### src/rtl/tod_clock_pkg.sv
package tod_clock_pkg;
   localparam int unsigned REG_W = 32;
   localparam logic [31:0] NS_PER_SEC = 32'd1_000_000_000;
   localparam logic [31:0] NS_MAX     = 32'd999_999_999;

   typedef enum logic [2:0] {
      SRC_NONE = 3'd0, SRC_TOD = 3'd1, SRC_IRIG = 3'd2, SRC_PPS = 3'd3,
      SRC_PTP  = 3'd4, SRC_RTC = 3'd5, SRC_REGS = 3'd6, SRC_EXT = 3'd7
   } src_e;

   // byte offsets of the register words
   localparam logic [7:0] OFS_CTRL    = 8'h00;
   localparam logic [7:0] OFS_STATUS  = 8'h04;
   localparam logic [7:0] OFS_SELECT  = 8'h08;
   localparam logic [7:0] OFS_VERSION = 8'h0C;
   localparam logic [7:0] OFS_SNAP_NS = 8'h10;
   localparam logic [7:0] OFS_SNAP_S  = 8'h14;
   localparam logic [7:0] OFS_ADJ_NS  = 8'h20;
   localparam logic [7:0] OFS_ADJ_S   = 8'h24;
   localparam logic [7:0] OFS_OFF_NS  = 8'h30;
   localparam logic [7:0] OFS_OFF_WIN = 8'h34;

   // control bit positions
   localparam int unsigned CB_EN   = 0;
   localparam int unsigned CB_ADJ  = 1;
   localparam int unsigned CB_OFF  = 2;
   localparam int unsigned CB_REQ  = 30;
   localparam int unsigned CB_DONE = 31;

   function automatic logic [31:0] clamp_ns(input logic [31:0] v);
      return (v > NS_MAX) ? NS_MAX : v;
   endfunction
endpackage

### src/rtl/tod_time_counter.sv
module tod_time_counter
   import tod_clock_pkg::*;
#(
   parameter int unsigned STEP_NS = 4
) (
   input  logic        clk,
   input  logic        rst_n,
   input  logic        en,
   input  logic        tick,
   input  logic        load,
   input  logic [31:0] load_sec,
   input  logic [31:0] load_ns,
   input  logic        add_off,
   input  logic [31:0] off_ns,
   output logic [31:0] sec,
   output logic [31:0] ns
);
   localparam logic [33:0] ONE_SEC = 34'(NS_PER_SEC);
   localparam logic [33:0] TWO_SEC = 34'(NS_PER_SEC) << 1;
   localparam logic [33:0] STEP    = 34'(STEP_NS);

   logic [33:0] sum;
   logic [31:0] ns_nxt;
   logic [1:0]  carry;

   always_comb begin
      sum = {2'b00, ns}
          + ((en && tick) ? STEP : 34'd0)
          + (add_off ? {2'b00, off_ns} : 34'd0);
      if (sum >= TWO_SEC) begin
         ns_nxt = 32'(sum - TWO_SEC);
         carry  = 2'd2;
      end else if (sum >= ONE_SEC) begin
         ns_nxt = 32'(sum - ONE_SEC);
         carry  = 2'd1;
      end else begin
         ns_nxt = 32'(sum);
         carry  = 2'd0;
      end
   end

   always_ff @(posedge clk) begin
      if (!rst_n) begin
         sec <= '0;
         ns  <= '0;
      end else if (load) begin
         sec <= load_sec;
         ns  <= load_ns;
      end else begin
         sec <= sec + 32'(carry);
         ns  <= ns_nxt;
      end
   end
endmodule

### src/rtl/tod_snapshot.sv
module tod_snapshot
   import tod_clock_pkg::*;
(
   input  logic             clk,
   input  logic             rst_n,
   input  logic             arm,
   input  logic [REG_W-1:0] live_sec,
   input  logic [REG_W-1:0] live_ns,
   output logic [REG_W-1:0] snap_sec,
   output logic [REG_W-1:0] snap_ns,
   output logic             busy,
   output logic             done
);
   always_ff @(posedge clk) begin
      if (!rst_n) begin
         snap_sec <= '0;
         snap_ns  <= '0;
         busy     <= 1'b0;
         done     <= 1'b0;
      end else if (arm) begin
         busy <= 1'b1;
         done <= 1'b0;
      end else if (busy) begin
         snap_sec <= live_sec;
         snap_ns  <= live_ns;
         busy     <= 1'b0;
         done     <= 1'b1;
      end
   end
endmodule

### src/rtl/tod_clock_core.sv
module tod_clock_core
   import tod_clock_pkg::*;
#(
   parameter int unsigned ADDR_W    = 8,
   parameter int unsigned STEP_NS   = 4,
   parameter int unsigned VER_MAJOR = 1,
   parameter int unsigned VER_MINOR = 2,
   parameter int unsigned VER_BUILD = 3
) (
   input  logic              clk,
   input  logic              rst_n,
   input  logic              tick,
   input  logic              ref_locked,
   input  logic              reg_we,
   input  logic [ADDR_W-1:0] reg_addr,
   input  logic [31:0]       reg_wdata,
   output logic [31:0]       reg_rdata
);
   localparam logic [31:0] VERSION_WORD =
      {8'(VER_MAJOR), 8'(VER_MINOR), 16'(VER_BUILD)};

   if (ADDR_W < 6) begin : g_bad_addr
      $error("ADDR_W must cover offset 0x34");
   end
   if (STEP_NS == 0 || STEP_NS >= 32'd1_000_000_000) begin : g_bad_step
      $error("STEP_NS must lie in 1 .. 999999999");
   end
   if (VER_MAJOR > 255 || VER_MINOR > 255 || VER_BUILD > 65535) begin : g_bad_ver
      $error("version field out of range");
   end

   logic        enable, adj_pend, off_pend;
   src_e        src_cur, src_prev;
   logic [31:0] adj_ns, adj_sec, off_ns, off_win;
   logic [31:0] cur_sec, cur_ns, snap_sec, snap_ns;
   logic        snap_busy, snap_done;
   logic        ctrl_wr, snap_arm, set_ok;

   assign ctrl_wr  = reg_we && (reg_addr == ADDR_W'(OFS_CTRL));
   assign snap_arm = ctrl_wr && reg_wdata[CB_REQ];
   assign set_ok   = !ref_locked && (src_cur == SRC_REGS);

   always_ff @(posedge clk) begin
      if (!rst_n) begin
         enable   <= 1'b0;
         adj_pend <= 1'b0;
         off_pend <= 1'b0;
         src_cur  <= SRC_NONE;
         src_prev <= SRC_NONE;
         adj_ns   <= '0;
         adj_sec  <= '0;
         off_ns   <= '0;
         off_win  <= '0;
      end else begin
         adj_pend <= ctrl_wr && reg_wdata[CB_ADJ] && set_ok;
         off_pend <= ctrl_wr && reg_wdata[CB_OFF] && set_ok;
         if (ctrl_wr) enable <= reg_wdata[CB_EN];
         if (reg_we) begin
            case (reg_addr)
               ADDR_W'(OFS_SELECT): begin
                  src_prev <= src_cur;
                  src_cur  <= src_e'(reg_wdata[2:0]);
               end
               ADDR_W'(OFS_ADJ_NS):  adj_ns  <= clamp_ns(reg_wdata);
               ADDR_W'(OFS_ADJ_S):   adj_sec <= reg_wdata;
               ADDR_W'(OFS_OFF_NS):  off_ns  <= clamp_ns(reg_wdata);
               ADDR_W'(OFS_OFF_WIN): off_win <= reg_wdata;
               default: ;
            endcase
         end
      end
   end

   tod_time_counter #(.STEP_NS(STEP_NS)) i_counter (
      .clk      (clk),
      .rst_n    (rst_n),
      .en       (enable),
      .tick     (tick),
      .load     (adj_pend),
      .load_sec (adj_sec),
      .load_ns  (adj_ns),
      .add_off  (off_pend),
      .off_ns   (off_ns),
      .sec      (cur_sec),
      .ns       (cur_ns)
   );

   tod_snapshot i_snapshot (
      .clk      (clk),
      .rst_n    (rst_n),
      .arm      (snap_arm),
      .live_sec (cur_sec),
      .live_ns  (cur_ns),
      .snap_sec (snap_sec),
      .snap_ns  (snap_ns),
      .busy     (snap_busy),
      .done     (snap_done)
   );

   always_comb begin
      reg_rdata = '0;
      case (reg_addr)
         ADDR_W'(OFS_CTRL): begin
            reg_rdata[CB_EN]   = enable;
            reg_rdata[CB_ADJ]  = adj_pend;
            reg_rdata[CB_OFF]  = off_pend;
            reg_rdata[CB_REQ]  = snap_busy;
            reg_rdata[CB_DONE] = snap_done;
         end
         ADDR_W'(OFS_STATUS):  reg_rdata[0] = ref_locked;
         ADDR_W'(OFS_SELECT):  reg_rdata = {13'd0, src_prev, 13'd0, src_cur};
         ADDR_W'(OFS_VERSION): reg_rdata = VERSION_WORD;
         ADDR_W'(OFS_SNAP_NS): reg_rdata = snap_ns;
         ADDR_W'(OFS_SNAP_S):  reg_rdata = snap_sec;
         ADDR_W'(OFS_ADJ_NS):  reg_rdata = adj_ns;
         ADDR_W'(OFS_ADJ_S):   reg_rdata = adj_sec;
         ADDR_W'(OFS_OFF_NS):  reg_rdata = off_ns;
         ADDR_W'(OFS_OFF_WIN): reg_rdata = off_win;
         default:              reg_rdata = '0;
      endcase
   end
endmodule

### config.mk
export PLATFORM = sky130hd
export DESIGN_NAME = tod_clock_core
export DESIGN_NICKNAME = d
export VERILOG_FILES = /design/src/rtl/tod_clock_pkg.sv /design/src/rtl/tod_time_counter.sv /design/src/rtl/tod_snapshot.sv /design/src/rtl/tod_clock_core.sv
export SDC_FILE = /design/constraint.sdc
export NUM_CORES = 1
export LEC_CHECK = 0
export ABC_AREA = 0
export BUFFER_PORTS_ARGS = -buffer_cell sky130_fd_sc_hd__buf_2
export CORE_MARGIN = 4
export CORE_UTILIZATION = 46
export DETAILED_ROUTE_END_ITERATION = 16
export PLACE_DENSITY_LB_ADDON = 0.3
export SYNTH_ARGS = -nofsm -noshare
export SYNTH_HDL_FRONTEND = slang
export SYNTH_HIERARCHICAL = 1
export SYNTH_SLANG_ARGS = --single-unit
### constraint.sdc
create_clock -name clk -period 26.4 [get_ports clk]
set_input_delay 7.92 -clock clk [delete_from_list [all_inputs] [get_ports clk]]
set_output_delay 7.92 -clock clk [all_outputs]
set_load 0.01 [all_outputs]
==> impl_metrics.toml <==
[sta]
fin_setup_tns_ns = 0
setup_viol = 0
relSlewSlack = 0.277
fin_skew_ns = 0.0107
period_needed_ns = 18.33
fin_ws_ns = 8.07
slew_violations = 0
rsz0062_at_grt = "no"
hold_viol = 0
layout_worst_path_cycle_share = 0.694
worst-slew-pin-transition_ns = 1.08
fmax_ghz = 0.0546

[global_routing]
overflow = 0
grt_util_all_layers = 0.260
antenna_found_initial = 4
grt_pass1_vias = 14600
grt_start_max_net_pins = 155
grt_pass1_wl_mm = 83.8

[worst_setup_path]
cpPeakStageDelay_ns = 0.76
slowest_stage = "or3b_2"
critPathLaunch = "reg_addr[5]"
crit_top_cell = "buf_2"
critPathKind = "primary input to output port"
cp.required_ns = 18.48
crit_buf_inv = 3
crit_fanout = 55
reg2reg_from = "off_pend$_SDFF_PN0_"
cp_top_family = "simple AND/OR/NAND/NOR gates"
start_kind = "primary input"
arrival_ns = 10.41
worst_setup_path_end_kind = "output port"
crit_chain = "buf_2 > buf_4 > or3b_2 > nor4b_1 > a21oi_1 > o21ai_0 > buf_2"

[synth]
ys_ff_latch = 267
synth-edff-count = 0
async_reset_ff_frac = 0
syn_area_mm2 = 0.0170
synth_nets = 2224
yosysUniqueCellTypes = 94
ys_seq_area_frac = 0.315
synth_largest_area_cell = "dfxtp_1"
ys.flop_type = "dfxtp_1"
synthTopCellsByArea = "dfxtp_1 (32%), nand2_1 (8.6%), mux2i_1 (7.8%), ha_1 (5.2%), o21ai_0 (3.5%)"
synth_top_area_share = 0.315
syn_inst = 2106
syn_avg_cell_area_um2 = 8.05
synth_warnings = 6

[layout]
multi_input_area_mm2 = 0.0108
layout-drive-gt1-share = 0.0952
layout_common_cells = "nand2_1 (387), dfxtp_1 (266), mux2i_1 (132)"
area_growth_syn_to_layout_pct = 7.71
regArea_mm2 = 0.00535
fin_nets = 2198
fill_cells = 3458
layout_commonest_cell = "nand2_1"

[floorplanning]
start_util = 0.464
coreArea_mm2 = 0.0365
die_width_um = 200
die_area_mm2 = 0.0400
io_pins = 77
std_cell_rows = 70
fp.dieH_um = 200

[cts]
h-tree-depth = 1
cts_sinks = 267
postCtsHoldBufs = 0
cts_tree = "done"
post_cts_buffers = 0
cts_root_buf = "clkbuf_16"
cts_resized = 0
clk_pin_slew_ns = 0.06
clk_path_buf_depth = 3
insertion_delay_ns = 0.55
cts_made_buffers = 27

[drt]
vias = 15700
drt-wirelength-per-cell_um = 20.7
vias_per_cell = 6.12
drc = 0
first_pass_iters = 6
drt-total-wl_mm = 53.3
drtAntennaViolNets = 0
drt-initial-drc-count = 1687

[placement]
post-place-ws_ns = 8.13
numPortBuffers = 76
hpwl_mm = 39.1
gp_congestion = 0.931

[pwr]
p_total_uw = 834
leakage_nw = 6.76
ir_worst_vdd_v = 0.0000495
power.density_mw_per_mm2 = 45.7

[worst_hold_path]
hp-class = "flop to flop"
hp-start = "off_win[23]$_SDFFE_PN0P_"

[job]
cap_viol_max_count = 0

[outcome]
status = "complete, no violations"
[worst reg2reg max path: cells and delay by family (launching register included)]
family,cells,cell delay (ns)
simple gates,12,2.94
flops,1,0.31
xor+xnor,1,0.14
fa+ha+maj,4,1.54
buf+inv,4,0.84
compound gates,10,2.57
[layout make-up]
cell class                      instances  share of cell area
Tap cell                              468              0.0321
Timing Repair Buffer                   97              0.0299
Inverter                               19             0.00390
Antenna cell                            1            0.000137
Multi-Input combinational cell       1668               0.591
Clock buffer                           36              0.0410
Clock inverter                         13             0.00870
Sequential cell                       267               0.293
[per-stage QoR]
| stage | hold WS [ns] | utilization | instance area (µm²) | instances |
|---|---|---|---|---|
| 2_1_floorplan | 0.430 | - | 17000 | 2106 |
| 3_3_place_gp | 0.440 | 0.475 | 17400 | 2519 |
| 3_5_place_dp | 0.446 | 0.475 | 17400 | 2519 |
| 4_1_cts | 0.455 | 0.500 | 18300 | 2568 |
| 5_1_grt | 0.475 | 0.500 | 18300 | 2569 |
| 6_report | 0.451 | 0.500 | 18300 | 2569 |
[cells by family after synthesis]
kind of cell	Yosys count	share of synthesized area
AOI/OAI and AO/OA	543	0.224
xor gates and xnor gates	53	0.0274
adders and majority gates	73	0.0552
buffers and inverters	171	0.0497
DFF	267	0.315
muxes	150	0.0899
and+or+nand+nor	849	0.239
[cells in the mapped netlist, types with 7 or more instances]
library cell,n
a211o_1,13
a211oi_1,12
a21boi_0,39
a21boi_1,37
a21o_1,27
a21oi_1,78
a22oi_1,18
a311o_1,8
a31oi_1,27
a32oi_1,12
and2_1,75
and3_1,23
buf_1,12
buf_2,32
buf_4,9
clkbuf_1,88
dfxtp_1,267
ha_1,70
inv_1,19
mux2_2,18
mux2i_1,132
nand2_1,387
nand2b_1,12
nand3_1,98
nand4_1,23
nor2_1,107
nor2b_1,29
nor3_1,25
nor4_1,7
o211a_1,7
o211ai_1,30
o21a_1,7
o21ai_0,118
o21ai_1,23
o22a_1,12
o41ai_1,8
or3_1,11
or4_1,7
xnor2_1,30
xor2_1,23
[worst paths after layout]
check	cells after the start	to	slack (ns)
min	2	off_win[23]$_SDFFE_PN0P_	0.45
max reg2reg	31	i_counter/sec[29]$_SDFF_PN0_	17.94
max	7	reg_rdata[27]	8.07
min reg2reg	2	off_win[23]$_SDFFE_PN0P_	0.45
[layer usage]
| layer | GRT usage | share of wire | vias up |
|---|---|---|---|
| met5 | 0 | 0.00062 | - |
| met4 | 0.0624 | 0.024 | 6 |
| met3 | 0.0352 | 0.076 | 100 |
| met2 | 0.400 | 0.44 | 626 |
| met1 | 0.386 | 0.46 | 7461 |
| li1 | - | - | 7522 |
[where the power goes]
group	leakage [nW]	switching (mW)	internal [mW]
clock	0.451	0.165	0.230
combinational	4.16	0.0268	0.00947
sequential	2.15	0.000291	0.403
[registers in the layout, summed over array words and instances, names as in the netlist, 3 cells and up]
name,count
adj_sec,32
i_counter/ns,32
off_win,32
i_snapshot/snap_sec,32
src_prev,3
i_counter/sec,32
off_ns,32
adj_ns,32
src_cur,3
i_snapshot/snap_ns,32
Power figures use the tool's default switching activity.
